<file path="config.mk">
export PLATFORM = sky130hd
export DESIGN_NAME = cmp_timer
export DESIGN_NICKNAME = d
export VERILOG_FILES = /design/src/rtl/tmr_pkg.sv /design/src/rtl/tmr_prescaler.sv /design/src/rtl/tmr_counter.sv /design/src/rtl/tmr_channel.sv /design/src/rtl/cmp_timer.sv
export SDC_FILE = /design/constraint.sdc
export NUM_CORES = 1
export LEC_CHECK = 0
export BUFFER_PORTS_ARGS = -buffer_cell sky130_fd_sc_hd__buf_2
export CORE_AREA = 2 2 153 155
export DETAILED_ROUTE_END_ITERATION = 10
export DIE_AREA = 0 0 155 157
export PLACE_DENSITY = 0.71
export SLEW_MARGIN = 0
export SYNTH_ARGS = -nofsm -noshare
export SYNTH_HDL_FRONTEND = slang
export SYNTH_SLANG_ARGS = --single-unit
</file>
<file path="constraint.sdc">
create_clock -name clk -period 4.2 [get_ports clk]
set_clock_uncertainty 0.05 [all_clocks]
set_input_delay 0.21 -clock clk [delete_from_list [all_inputs] [get_ports clk]]
set_output_delay 0.21 -clock clk [all_outputs]
set_load 0.02 [all_outputs]
</file>
<file path="src/rtl/tmr_pkg.sv">
package tmr_pkg;

    // Address groups: the top two address bits select a register group.
    typedef enum logic [1:0] {
        G_GLOBAL = 2'd0,
        G_CHEN   = 2'd1,
        G_CMP    = 2'd2,
        G_FLAG   = 2'd3
    } grp_e;

    // Index of each register inside the global group.
    localparam int IDX_CTRL  = 0;
    localparam int IDX_COUNT = 1;

    // Bit positions of the control register fields.
    localparam int CTRL_EN_BIT  = 0;
    localparam int CTRL_FRZ_BIT = 1;
    localparam int CTRL_PSC_LSB = 8;

    // Width of the channel index field (at least one bit).
    function automatic int idx_w(input int n);
        return (n > 1) ? $clog2(n) : 1;
    endfunction

    // Control register contents.
    typedef struct packed {
        logic frz;
        logic en;
    } ctrl_bits_t;

endpackage

</file>
<file path="src/rtl/tmr_prescaler.sv">
module tmr_prescaler #(
    parameter int PW = 8
) (
    input  logic          clk,
    input  logic          rst,
    input  logic          run,
    input  logic          clr,
    input  logic [PW-1:0] psc,
    output logic          tick
);
    logic [PW-1:0] div_q;

    // One tick per psc+1 running cycles; no tick in a cycle that restarts the divider.
    assign tick = run && !clr && (div_q == psc);

    always_ff @(posedge clk) begin
        if (rst || clr) begin
            div_q <= '0;
        end else if (run) begin
            div_q <= (div_q == psc) ? '0 : div_q + 1'b1;
        end
    end
endmodule

</file>
<file path="src/rtl/tmr_counter.sv">
module tmr_counter #(
    parameter int CW = 32
) (
    input  logic          clk,
    input  logic          rst,
    input  logic          tick,
    input  logic          load,
    input  logic [CW-1:0] ld_val,
    output logic [CW-1:0] cnt,
    output logic [CW-1:0] cnt_nxt
);
    // The increment wraps naturally at the counter width.
    assign cnt_nxt = cnt + 1'b1;

    always_ff @(posedge clk) begin
        if (rst) begin
            cnt <= '0;
        end else if (load) begin
            cnt <= ld_val;
        end else if (tick) begin
            cnt <= cnt_nxt;
        end
    end
endmodule

</file>
<file path="src/rtl/tmr_channel.sv">
module tmr_channel #(
    parameter int CW = 32
) (
    input  logic          clk,
    input  logic          rst,
    input  logic          en_wr,
    input  logic          en_d,
    input  logic          cmp_wr,
    input  logic [CW-1:0] cmp_d,
    input  logic          clr_wr,
    input  logic          tick,
    input  logic [CW-1:0] cnt_nxt,
    output logic          en,
    output logic [CW-1:0] cmp,
    output logic          flag,
    output logic          irq
);
    logic hit;

    // A match needs the channel enabled and the counter stepping onto the compare value.
    assign hit = en && tick && (cnt_nxt == cmp);
    assign irq = flag && en;

    always_ff @(posedge clk) begin
        if (rst) begin
            en   <= 1'b0;
            cmp  <= '0;
            flag <= 1'b0;
        end else begin
            if (en_wr) begin
                en <= en_d;
            end
            if (cmp_wr) begin
                cmp <= cmp_d;
            end
            // A new match wins over a clear in the same cycle.
            if (hit) begin
                flag <= 1'b1;
            end else if (clr_wr) begin
                flag <= 1'b0;
            end
        end
    end
endmodule

</file>
<file path="src/rtl/cmp_timer.sv">
module cmp_timer #(
    parameter  int NCH = 4,
    parameter  int CW  = 32,
    parameter  int PW  = 8,
    localparam int CIW = tmr_pkg::idx_w(NCH),
    localparam int AW  = CIW + 2
) (
    input  logic           clk,
    input  logic           rst,
    input  logic           wr_en,
    input  logic [AW-1:0]  addr,
    input  logic [CW-1:0]  wdata,
    output logic [CW-1:0]  rdata,
    input  logic           dbg_halt,
    output logic [NCH-1:0] irq
);
    import tmr_pkg::*;

    grp_e                    grp;
    logic [CIW-1:0]          idx;
    ctrl_bits_t              ctrl_q;
    logic [PW-1:0]           psc_q;
    logic                    ctrl_wr;
    logic                    cnt_ld;
    logic                    psc_chg;
    logic                    run;
    logic                    tick;
    logic [CW-1:0]           cnt_q;
    logic [CW-1:0]           cnt_nxt;
    logic [NCH-1:0]          chen_v;
    logic [NCH-1:0]          flag_v;
    logic [NCH-1:0][CW-1:0]  cmp_v;

    // Address decode.
    assign grp     = grp_e'(addr[AW-1 -: 2]);
    assign idx     = addr[CIW-1:0];
    assign ctrl_wr = wr_en && (grp == G_GLOBAL) && (idx == CIW'(IDX_CTRL));
    // Counter writes are accepted only while the timer is disabled.
    assign cnt_ld  = wr_en && (grp == G_GLOBAL) && (idx == CIW'(IDX_COUNT)) && !ctrl_q.en;
    assign psc_chg = ctrl_wr && (wdata[CTRL_PSC_LSB +: PW] != psc_q);
    assign run     = ctrl_q.en && !(ctrl_q.frz && dbg_halt);

    always_ff @(posedge clk) begin
        if (rst) begin
            ctrl_q <= '0;
            psc_q  <= '0;
        end else if (ctrl_wr) begin
            ctrl_q.en  <= wdata[CTRL_EN_BIT];
            ctrl_q.frz <= wdata[CTRL_FRZ_BIT];
            psc_q      <= wdata[CTRL_PSC_LSB +: PW];
        end
    end

    // Disabling the timer or changing the prescale value restarts the divider.
    tmr_prescaler #(.PW(PW)) u_psc (
        .clk  (clk),
        .rst  (rst),
        .run  (run),
        .clr  (psc_chg || !ctrl_q.en),
        .psc  (psc_q),
        .tick (tick)
    );

    tmr_counter #(.CW(CW)) u_cnt (
        .clk     (clk),
        .rst     (rst),
        .tick    (tick),
        .load    (cnt_ld),
        .ld_val  (wdata),
        .cnt     (cnt_q),
        .cnt_nxt (cnt_nxt)
    );

    // One compare channel per index.
    for (genvar c = 0; c < NCH; c++) begin : g_ch
        logic sel;
        assign sel = wr_en && (idx == CIW'(c));
        tmr_channel #(.CW(CW)) u_ch (
            .clk     (clk),
            .rst     (rst),
            .en_wr   (sel && (grp == G_CHEN)),
            .en_d    (wdata[0]),
            .cmp_wr  (sel && (grp == G_CMP)),
            .cmp_d   (wdata),
            .clr_wr  (sel && (grp == G_FLAG) && wdata[0]),
            .tick    (tick),
            .cnt_nxt (cnt_nxt),
            .en      (chen_v[c]),
            .cmp     (cmp_v[c]),
            .flag    (flag_v[c]),
            .irq     (irq[c])
        );
    end

    // Combinational read mux.
    always_comb begin
        rdata = '0;
        unique case (grp)
            G_GLOBAL: begin
                if (idx == CIW'(IDX_CTRL)) begin
                    rdata[CTRL_EN_BIT]            = ctrl_q.en;
                    rdata[CTRL_FRZ_BIT]           = ctrl_q.frz;
                    rdata[CTRL_PSC_LSB +: PW]     = psc_q;
                end else if (idx == CIW'(IDX_COUNT)) begin
                    rdata = cnt_q;
                end
            end
            G_CHEN:  rdata[0] = chen_v[idx];
            G_CMP:   rdata    = cmp_v[idx];
            G_FLAG:  rdata[0] = flag_v[idx];
            default: rdata    = '0;
        endcase
    end
endmodule

</file>
; ---- Yosys cells after proc, flatten, opt, wreduce, memory -nomap -nowiden
; Index checks and enable logic that the tools add are counted.
; Widths: inputs -> output; s select.
[totals]
ff_bits = 186
input_bits = 40
out_inout_bits = 36
wordCells = 109
[op_classes]
addsub = 2
magnitude_cmp = 1
eq_ne = 12
muxes = 24
reduce_logical = 53
[op_table]
columns = op, count
row1 = $eq 32x32->1, 4
row2 = $mux 32, 4
row3 = $bmux 32 s2, 1
row4 = $pmux 31 s2, 1
row5 = $logic_and 1x1->1, 41
row6 = $add 32x1->32 const B, 1
row7 = $mux 16, 1
row8 = $mux 8, 2
row9 = $mux 1, 10
row10 = $reduce_bool 2->1, 5
row11 = $add 8x1->8 const B, 1
row12 = $eq 2x2->1 const B, 4
row13 = $eq 8x8->1, 1
row14 = $ne 8x8->1, 1
row15 = $mux 6, 1
row16 = $bmux 1 s2, 2
row17 = $eq 2x1->1 const B, 2
row18 = $logic_not 2->1, 2
row19 = $pmux 1 s4, 1
row20 = $logic_not 1->1, 3
row21 = $lt 2x3->1 const B, 1
row22 = $logic_or 1x1->1, 2
row23 = $mux 2, 1

; ---- Depth between registers and ports, before layout
; Gate-level depths: netlist of run 1.
[logic_depth]
depth_word = 11
depth_mapped = 11
depth_no_buf = 9

; ---- By module
; From an unflattened synthesis of run 1, not the netlist that was laid out.
[hier_totals]
cells_unflattened = 1199
hier_area_um2 = 11070.6
[by_module_without_submodules]
columns = mod, instances, cells_per_inst, area_each_um2, seq_area_each_um2
row1 = tmr_channel, 4, 156, 1547.7, 680.7
row2 = tmr_counter, 1, 345, 2627.5, 640.6
row3 = cmp_timer, 1, 181, 1816.7, 200.2
row4 = tmr_prescaler, 1, 49, 435.4, 160.2

; ---- Least setup slack after synthesis of run 1
; OpenSTA, ideal clock, no wires.
[synth_path]
path_kind = register -> register
startpoint = register u_cnt.cnt[1]
endpoint = register g_ch[0].u_ch.flag
setup_ps = 59
t_arrival_ps = 2912
required_ps = 4091
path_slack_ps = 1179
stages_incl_launch_ff = 11
n_path_buf = 1
synth_period_minus_slack_ps = 3021
path_cell_list = dfxtp_1 ha_1 clkbuf_1 xor2_1 a2111o_1 a2111o_1 or4_1 a2111oi_2 nand3_1 nor4_2 a31o_1
[synth_between]
elab_chain_len = 4
elab_cells_between_ends = 5
cone_classes = 1 x add/sub / 1 x eq/ne / 1 x mux / 2 x reduce/logical
[synth_lines]
columns = element, line
row1 = from (decl), tmr_counter.sv:9  ; output logic [CW-1:0] cnt,
row2 = from (signal assigned), tmr_counter.sv:19  ; cnt <= ld_val;
row3 = from (signal assigned), tmr_counter.sv:21  ; cnt <= cnt_nxt;
row4 = $add 32x1->32 (*), tmr_counter.sv:13  ; assign cnt_nxt = cnt + 1'b1;
row5 = $eq 32x32->1 (*), tmr_channel.sv:21  ; assign hit = en && tick && (cnt_nxt == cmp);
row6 = $logic_and 1x1->1 (*), tmr_channel.sv:21
row7 = $mux 1 or $reduce_bool 2->1 (tied branches), -
row8 = to (signal assigned), tmr_channel.sv:28  ; flag <= 1'b0;
row9 = to (signal assigned), tmr_channel.sv:38  ; flag <= 1'b1;
row10 = to (signal assigned), tmr_channel.sv:40  ; flag <= 1'b0;
row11 = to (decl), tmr_channel.sv:15  ; output logic flag,
; Mark *: on every way between the ends. The rest lies on a longest branch, timed or not.
; A chain may end at the register's enable or synchronous reset.

; ---- Worst setup path after layout of run 1
[layout_path]
startpoint = register u_cnt.cnt[17]
endpoint = register g_ch[1].u_ch.flag
[layout_between]
elab_chain_len = 4
elab_cells_between_ends = 5
cone_classes = 1 x add/sub / 1 x eq/ne / 1 x mux / 2 x reduce/logical
[layout_lines]
columns = element, line
row1 = $add 32x1->32 (*), tmr_counter.sv:13
row2 = $eq 32x32->1 (*), tmr_channel.sv:21
row3 = $logic_and 1x1->1 (*), tmr_channel.sv:21
row4 = $mux 1 or $reduce_bool 2->1 (tied branches), -
row5 = to (signal assigned), tmr_channel.sv:28
row6 = to (signal assigned), tmr_channel.sv:38
row7 = to (signal assigned), tmr_channel.sv:40
row8 = to (decl), tmr_channel.sv:15
; Marks and branches as above.

==> results of run 1 <==
[timing repair]
item,CTS,global route
endpoints found under the hold margin,41,0
buffers inserted,0,0
hold buffers,15,0
[worst max path at each step]
stage,start,to,slack [ns]
6_report,u_cnt.cnt[17]$_SDFFE_PP0P_,g_ch[1].u_ch.flag$_SDFFE_PP0P_,0.44
5_1_grt,u_cnt.cnt[1]$_SDFFE_PP0P_,g_ch[3].u_ch.flag$_SDFFE_PP0P_,0.36
4_1_cts,u_cnt.cnt[1]$_SDFFE_PP0P_,g_ch[3].u_ch.flag$_SDFFE_PP0P_,0.63
3_5_place_dp,u_cnt.cnt[1]$_SDFFE_PP0P_,g_ch[3].u_ch.flag$_SDFFE_PP0P_,0.65
3_3_place_gp,u_cnt.cnt[17]$_SDFFE_PP0P_,g_ch[1].u_ch.flag$_SDFFE_PP0P_,0.67
2_1_floorplan,u_cnt.cnt[1]$_SDFFE_PP0P_,g_ch[0].u_ch.flag$_SDFFE_PP0P_,1.18
[metal layers]
metal / wire length (um) / global-route usage [%] / up-vias
li1: - / - / 5601
met1: 21800 / 62.2 / 6237
met5: 0 / 0 / -
met2: 22400 / 64.6 / 992
met3: 6560 / 8.78 / 151
met4: 2180 / 15.4 / 0
[sequential cells by signal, summed over array words and instances, names as in the netlist]
signal          count
g_ch.u_ch.cmp     128
u_cnt.cnt          32
psc_q               8
u_psc.div_q         8
g_ch.u_ch.en        4
g_ch.u_ch.flag      4
ctrl_q              2
[cell type report]
type | instances | area share, %
clock buffer | 18 | 3.31
clock inverter | 14 | 1.16
inverter | 21 | 0.594
multi-input combinational | 1211 | 57.0
sequential | 186 | 28.0
tap | 285 | 2.69
timing repair buffer | 146 | 7.17
[synth_stat cells (14+ instances only)]
library cell  count  share of area [%]
a21oi_1         188                7.9
a221oi_1         17                1.3
a22o_1           24                1.8
and3_1           14               0.74
clkbuf_1        103                3.2
dfxtp_1         186                 31
inv_1            21               0.66
mux4_2           34                6.4
nand2_1         324                 10
nand3_1          38                1.6
nand4_1          29                1.5
nor2_1           97                3.1
nor3_1           38                1.6
nor3b_1          15               0.95
nor4_1           20                1.1
o21ai_0          50                2.1
xnor2_1          78                5.7
xor2_1           51                3.8
[critical path: cells and delay by family (launching register included)]
family	cells	cell delay, ns
simple gates	4	1.72
compound gates	3	0.76
flops	1	0.73
xor+xnor	1	0.22
buf+inv	1	0.20
[power breakdown]
part	internal [mW]	switching (mW)
Combinational	0.117	0.231
Sequential	1.78	0.0404
Clock	0.861	0.832
[logic make-up after synthesis]
| kind of cell | synth area share, % |
|---|---|
| compound gates | 20.4 |
| fa+ha+maj | 0.210 |
| xor+xnor | 9.62 |
| flops | 31.3 |
| mux | 6.89 |
| buf+inv | 5.35 |
| simple gates | 26.2 |
[layout by cell type (no fill, tap or decap), types with 5 or more instances in the layout]
cell / n
a2111oi_0: 5
a211oi_1: 10
a21oi_1: 188
a221oi_1: 17
a222oi_1: 9
a22o_1: 24
a22oi_1: 6
a311oi_1: 11
a31oi_1: 6
a32oi_1: 5
and2_1: 8
and3_1: 14
and4_1: 10
buf_2: 74
buf_4: 56
clkbuf_16: 17
dfxtp_1: 186
dlygate4sd3_1: 15
inv_1: 21
mux4_2: 34
nand2_1: 324
nand2b_1: 11
nand3_1: 38
nand4_1: 29
nor2_1: 93
nor2_2: 5
nor2b_1: 10
nor3_1: 38
nor3b_1: 14
nor4_1: 20
nor4_2: 5
o211ai_1: 5
o21ai_0: 50
o221ai_1: 6
o22ai_1: 8
or3_1: 7
or4_1: 5
xnor2_1: 78
xor2_1: 51
==> flow_metrics.py, run 1 <==
metrics = {
    "critical_path": {
        "endpoint_kind": "flip-flop",
        "r2r_setup_slack_ns": 0.44,
        "critical_path_arrival_ns": 4.09,
        "crit_top_cell": "nor4_1",
        "cpPeakStageDelay_ns": 0.73,
        "critPathKind": "flip-flop to flip-flop",
        "required_ns": 4.53,
        "r2r_cells": 9,
        "crit_chain": "nand4_1 -> nor4_1 -> buf_4 -> nand2_1 -> xor2_1 -> a221oi_1 -> o2111ai_1 -> nor4_1 -> a31o_2",
        "crit_fanout": 16,
        "worstReg2RegEnd": "g_ch[1].u_ch.flag$_SDFFE_PP0P_",
        "cp-start-kind": "flip-flop",
        "worstReg2RegStart": "u_cnt.cnt[17]$_SDFFE_PP0P_",
        "crit_path_top_delay_cell": "dfxtp_1",
    },
    "cells_and_area": {
        "design_area_um2": 13300,
        "multi_input_comb_area_um2": 7570,
        "fin_nets": 1625,
        "regArea_um2": 3720,
        "insertedDiodeCount": 0,
        "syn_to_final_growth_pct": 11.5,
        "finish.utilization_pct": 59.0,
        "drive_above_1_share_pct": 14.7,
        "n_fill_cell": 2069,
        "finalNonFillerCells": 1881,
    },
    "die": {
        "start_util_pct": 52.9,
        "die_h_um": 157,
        "rows": 55,
        "die_x_um": 155,
        "dieArea_um2": 24300,
        "core_um2": 22500,
        "ios": 76,
    },
    "synthesis": {
        "synth_edf_count": 0,
        "synth_nets": 1592,
        "synth_flop_cell": "dfxtp_1",
        "synth_area_um2": 11900,
        "syn_inst": 1550,
        "synth.distinct_cells": 76,
        "yosysWarnings": 0,
        "synth-seq-area-share_pct": 31.3,
        "synth_area_per_cell_um2": 7.68,
        "async_reset_ff_share_pct": 0,
        "synth-seq-cells": 186,
    },
    "timing": {
        "worst_slack_ns": 0.437,
        "hold_viol": 0,
        "setup_viol": 0,
        "slew_headroom_pct": 28.4,
        "max_freq_mhz": 266,
        "hold_ws_ns": 0.00634,
        "tns_ns": 0,
        "rsz0062_at_grt": "false",
        "slew_viol_final": 0,
        "min_period_ns": 3.76,
        "finalCritPeriodShare_pct": 89.6,
        "tightestPinTransition_ns": 1.07,
    },
    "grt": {
        "grt_pass1_vias": 11700,
        "antenna_found_initial": 1,
        "grt_max_degree": 63,
        "grt_pass1_wl_mm": 77.9,
        "grt_usage_pct": 43.3,
        "grt_overflow": 0,
    },
    "flow_run": {
        "maxCapViolCount": 0,
    },
    "routing": {
        "vias_per_cell": 6.90,
        "drt_iter0_markers": 1938,
        "post-route-drc-count": 0,
        "wl_per_cell_um": 28.1,
        "wl_mm": 52.9,
        "dr.pass1.iters": 6,
        "detail-route-antenna-nets": 0,
        "num_vias": 13000,
    },
    "outcome": {
        "status": "complete, no violations",
    },
    "placement": {
        "globalplace.congestion": 1.12,
        "dp_slack_ns": 0.650,
        "placedCellCount": 1834,
        "place_area_um2": 12500,
        "port_buffers": 75,
        "dp.final_hpwl_mm": 38.8,
    },
    "clock_tree": {
        "clock-root-buffer": "clkbuf_16",
        "cts.clk_slew.worst_paths_ns": 0.08,
        "h-tree-depth": 4,
        "insertion_delay_ns": 0.45,
        "clockBufferDepth": 2,
        "cts_sinks": 186,
        "cts_resized": 0,
        "cts_buffers": 17,
        "tritoncts": "done",
    },
    "worst_hold_path": {
        "worstHoldStart": "wdata[18]",
        "hold_depth": 3,
        "min_path_type": "primary input to flip-flop",
        "holdPathEnd": "g_ch[0].u_ch.cmp[18]$_SDFFE_PP0P_",
    },
    "pwr": {
        "power_mw": 3.86,
        "pwr_density_cell_nw_per_um2": 291,
        "ir_drop_v": 0.000208,
        "leakage_nw": 4.58,
    },
}
(Power assumes the default switching activity.)
==> run 2, diff against run 1 <==
--- a/config.mk
+++ b/config.mk
@@ -6,10 +6,9 @@
 export NUM_CORES = 1
 export LEC_CHECK = 0
 export BUFFER_PORTS_ARGS = -buffer_cell sky130_fd_sc_hd__buf_2
-export CORE_AREA = 2 2 153 155
+export CORE_AREA = 3 3 177 179
 export DETAILED_ROUTE_END_ITERATION = 10
-export DIE_AREA = 0 0 155 157
-export PLACE_DENSITY = 0.71
+export DIE_AREA = 0 0 180 182
 export SLEW_MARGIN = 0
 export SYNTH_ARGS = -nofsm -noshare
 export SYNTH_HDL_FRONTEND = slang
==> constraint.sdc (replaced) <==
create_clock -name clk -period 3.25 [get_ports clk]
set_clock_uncertainty 0.05 [all_clocks]
set_input_delay 0.1625 -clock clk [delete_from_list [all_inputs] [get_ports clk]]
set_output_delay 0.1625 -clock clk [all_outputs]
set_load 0.02 [all_outputs]
==> run 2 against run 1 <==
  * Register-to-register slack got worse by 0.34 ns
  * Combinational power increased by 40%
  * Core utilization decreased by 11 points
  * Global-route usage decreased by 10 points
  * Maximum frequency increased by 19%
  * Hold slack improved by 0.0018 ns
  * Critical path depth increased by 2
==> flow_metrics.py, run 2 (synthesis results as in run 1) <==
metrics = {
    "pwr": {
        "ir_drop_v": 0.000381,
        "leakage_nw": 5.07,
        "power_mw": 5.06,
        "pwr_density_cell_nw_per_um2": 356,
    },
    "clock_tree": {
        "clock-root-buffer": "clkbuf_16",
        "insertion_delay_ns": 0.48,
        "tritoncts": "done",
        "cts_buffers": 17,
        "cts.clk_slew.worst_paths_ns": 0.08,
        "clockBufferDepth": 2,
        "cts_sinks": 186,
        "h-tree-depth": 4,
    },
    "cells_and_area": {
        "reg_top3": "g_ch.u_ch.cmp (128), u_cnt.cnt (32)",
        "finalNonFillerCells": 2079,
        "fin_nets": 1718,
        "layout_commonest_cell": "nand2_1",
        "largest_register": "g_ch.u_ch.cmp",
        "insertedDiodeCount": 0,
        "mostFrequentLayoutCells": "nand2_1, a21oi_1, dfxtp_1, buf_4, nor2_1",
        "syn_to_final_growth_pct": 19.5,
        "drive_above_1_share_pct": 19.0,
        "largest_register_ffs": 128,
    },
    "routing": {
        "drt_iter0_markers": 1598,
        "post-route-drc-count": 0,
        "wl_mm": 55.8,
        "wl_per_cell_um": 26.8,
        "detail-route-antenna-nets": 0,
        "dr.pass1.iters": 6,
        "num_vias": 13100,
        "vias_per_cell": 6.32,
    },
    "grt": {
        "grt_pass1_wl_mm": 82.0,
        "grt_overflow": 0,
        "grt_pass1_vias": 11900,
        "grt_usage_pct": 33.2,
        "antenna_found_initial": 2,
        "grt_max_degree": 77,
    },
    "placement": {
        "placedCellCount": 2020,
        "port_buffers": 75,
        "dp.final_hpwl_mm": 42.2,
        "globalplace.congestion": 1.13,
    },
    "timing": {
        "min_period_ns": 3.16,
        "slew_headroom_pct": 20.0,
        "hold_viol": 0,
        "tns_ns": 0,
        "setup_viol": 0,
        "max_freq_mhz": 317,
        "finalCritPeriodShare_pct": 97.1,
        "rsz0062_at_grt": "false",
        "tightestPinTransition_ns": 1.20,
        "slew_viol_final": 0,
    },
    "die": {
        "start_util_pct": 40.1,
        "ios": 76,
        "rows": 63,
        "die_h_um": 182,
        "die_x_um": 180,
        "core_um2": 29700,
        "dieArea_um2": 32800,
    },
    "worst_hold_path": {
        "min_path_type": "primary input to flip-flop",
    },
    "critical_path": {
        "r2r_cells": 11,
        "crit_fanout": 8,
        "required_ns": 3.58,
        "cp-start-kind": "flip-flop",
        "endpoint_kind": "flip-flop",
        "worstReg2RegEnd": "g_ch[2].u_ch.flag$_SDFFE_PP0P_",
        "worstReg2RegStart": "u_cnt.cnt[1]$_SDFFE_PP0P_",
        "critical_path_arrival_ns": 3.49,
        "cp-endpoint": "g_ch[2].u_ch.flag$_SDFFE_PP0P_",
        "r2r_setup_slack_ns": 0.09,
        "critPathLaunch": "u_cnt.cnt[1]$_SDFFE_PP0P_",
        "critPathKind": "flip-flop to flip-flop",
    },
    "outcome": {
        "status": "complete, no violations",
    },
    "flow_run": {
        "maxCapViolCount": 0,
    },
}
[run 2: worst min path at each step]
stage               from                           endpoint  slack [ns]  cells past startpoint
2_1_floorplan  wdata[28]  g_ch[0].u_ch.cmp[28]$_SDFFE_PP0P_        0.25                      2
3_3_place_gp   wdata[25]  g_ch[3].u_ch.cmp[25]$_SDFFE_PP0P_        0.40                      3
3_5_place_dp   wdata[22]  g_ch[0].u_ch.cmp[22]$_SDFFE_PP0P_        0.41                      3
4_1_cts         wdata[0]       g_ch[1].u_ch.en$_SDFFE_PP0P_       0.004                      3
5_1_grt         wdata[0]       g_ch[0].u_ch.en$_SDFFE_PP0P_        0.01                      3
6_report        wdata[0]       g_ch[0].u_ch.en$_SDFFE_PP0P_       0.008                      3
[run 2: critical path: stages, from the launching register on]
cell       delay [ns]
dfxtp_1          0.34
ha_1             0.19
buf_4            0.17
nand3_1          0.17
buf_4            0.21
nor3_2           0.28
xnor2_1          0.17
a2111oi_1        0.59
buf_4            0.21
nand4_1          0.08
or4_1            0.43
o31ai_2          0.18
[run 2: repair_timing]
item | 4_1_cts | 5_1_grt
endpoints found under the hold margin | 127 | 0
gates resized for setup | 0 | 8
hold buffers | 27 | 0
endpoints found under the setup margin | 0 | 2
setup buffers | 0 | 0
[run 2: stage by stage]
stage	hold WS [ns]	worst slack, ns	util, %	cell area, um^2
after floorplan	0.248	0.229	-	11900
after global placement	0.402	0.109	44.8	13300
after detailed placement	0.408	0.120	44.8	13300
after CTS	0.00414	0.0896	47.8	14200
after global routing	0.0139	0.0223	47.9	14200
final	0.00811	0.0939	47.9	14200
[run 2: layer usage]
metal | vias to the layer above | track usage (%) | routed length [um]
li1 | 5802 | - | -
met1 | 6402 | 48.1 | 24100
met2 | 816 | 49.0 | 23600
met3 | 118 | 6.29 | 5840
met4 | 2 | 12.4 | 2200
met5 | - | 0 | 13
[run 2: power breakdown]
group          switching (mW)  internal (mW)
registers              0.0446           2.31
clock network            1.04           1.19
logic                   0.312          0.175
total                    1.40           3.67
[run 2: area by class of cell]
cell class | instances | area [um^2]
timing repair buffer | 239 | 1720
sequential | 186 | 3730
multi-input combinational | 1211 | 7610
inverter | 21 | 78.8
clock buffer | 18 | 439
fill | 2967 | 15500
clock inverter | 14 | 171
tap | 390 | 488
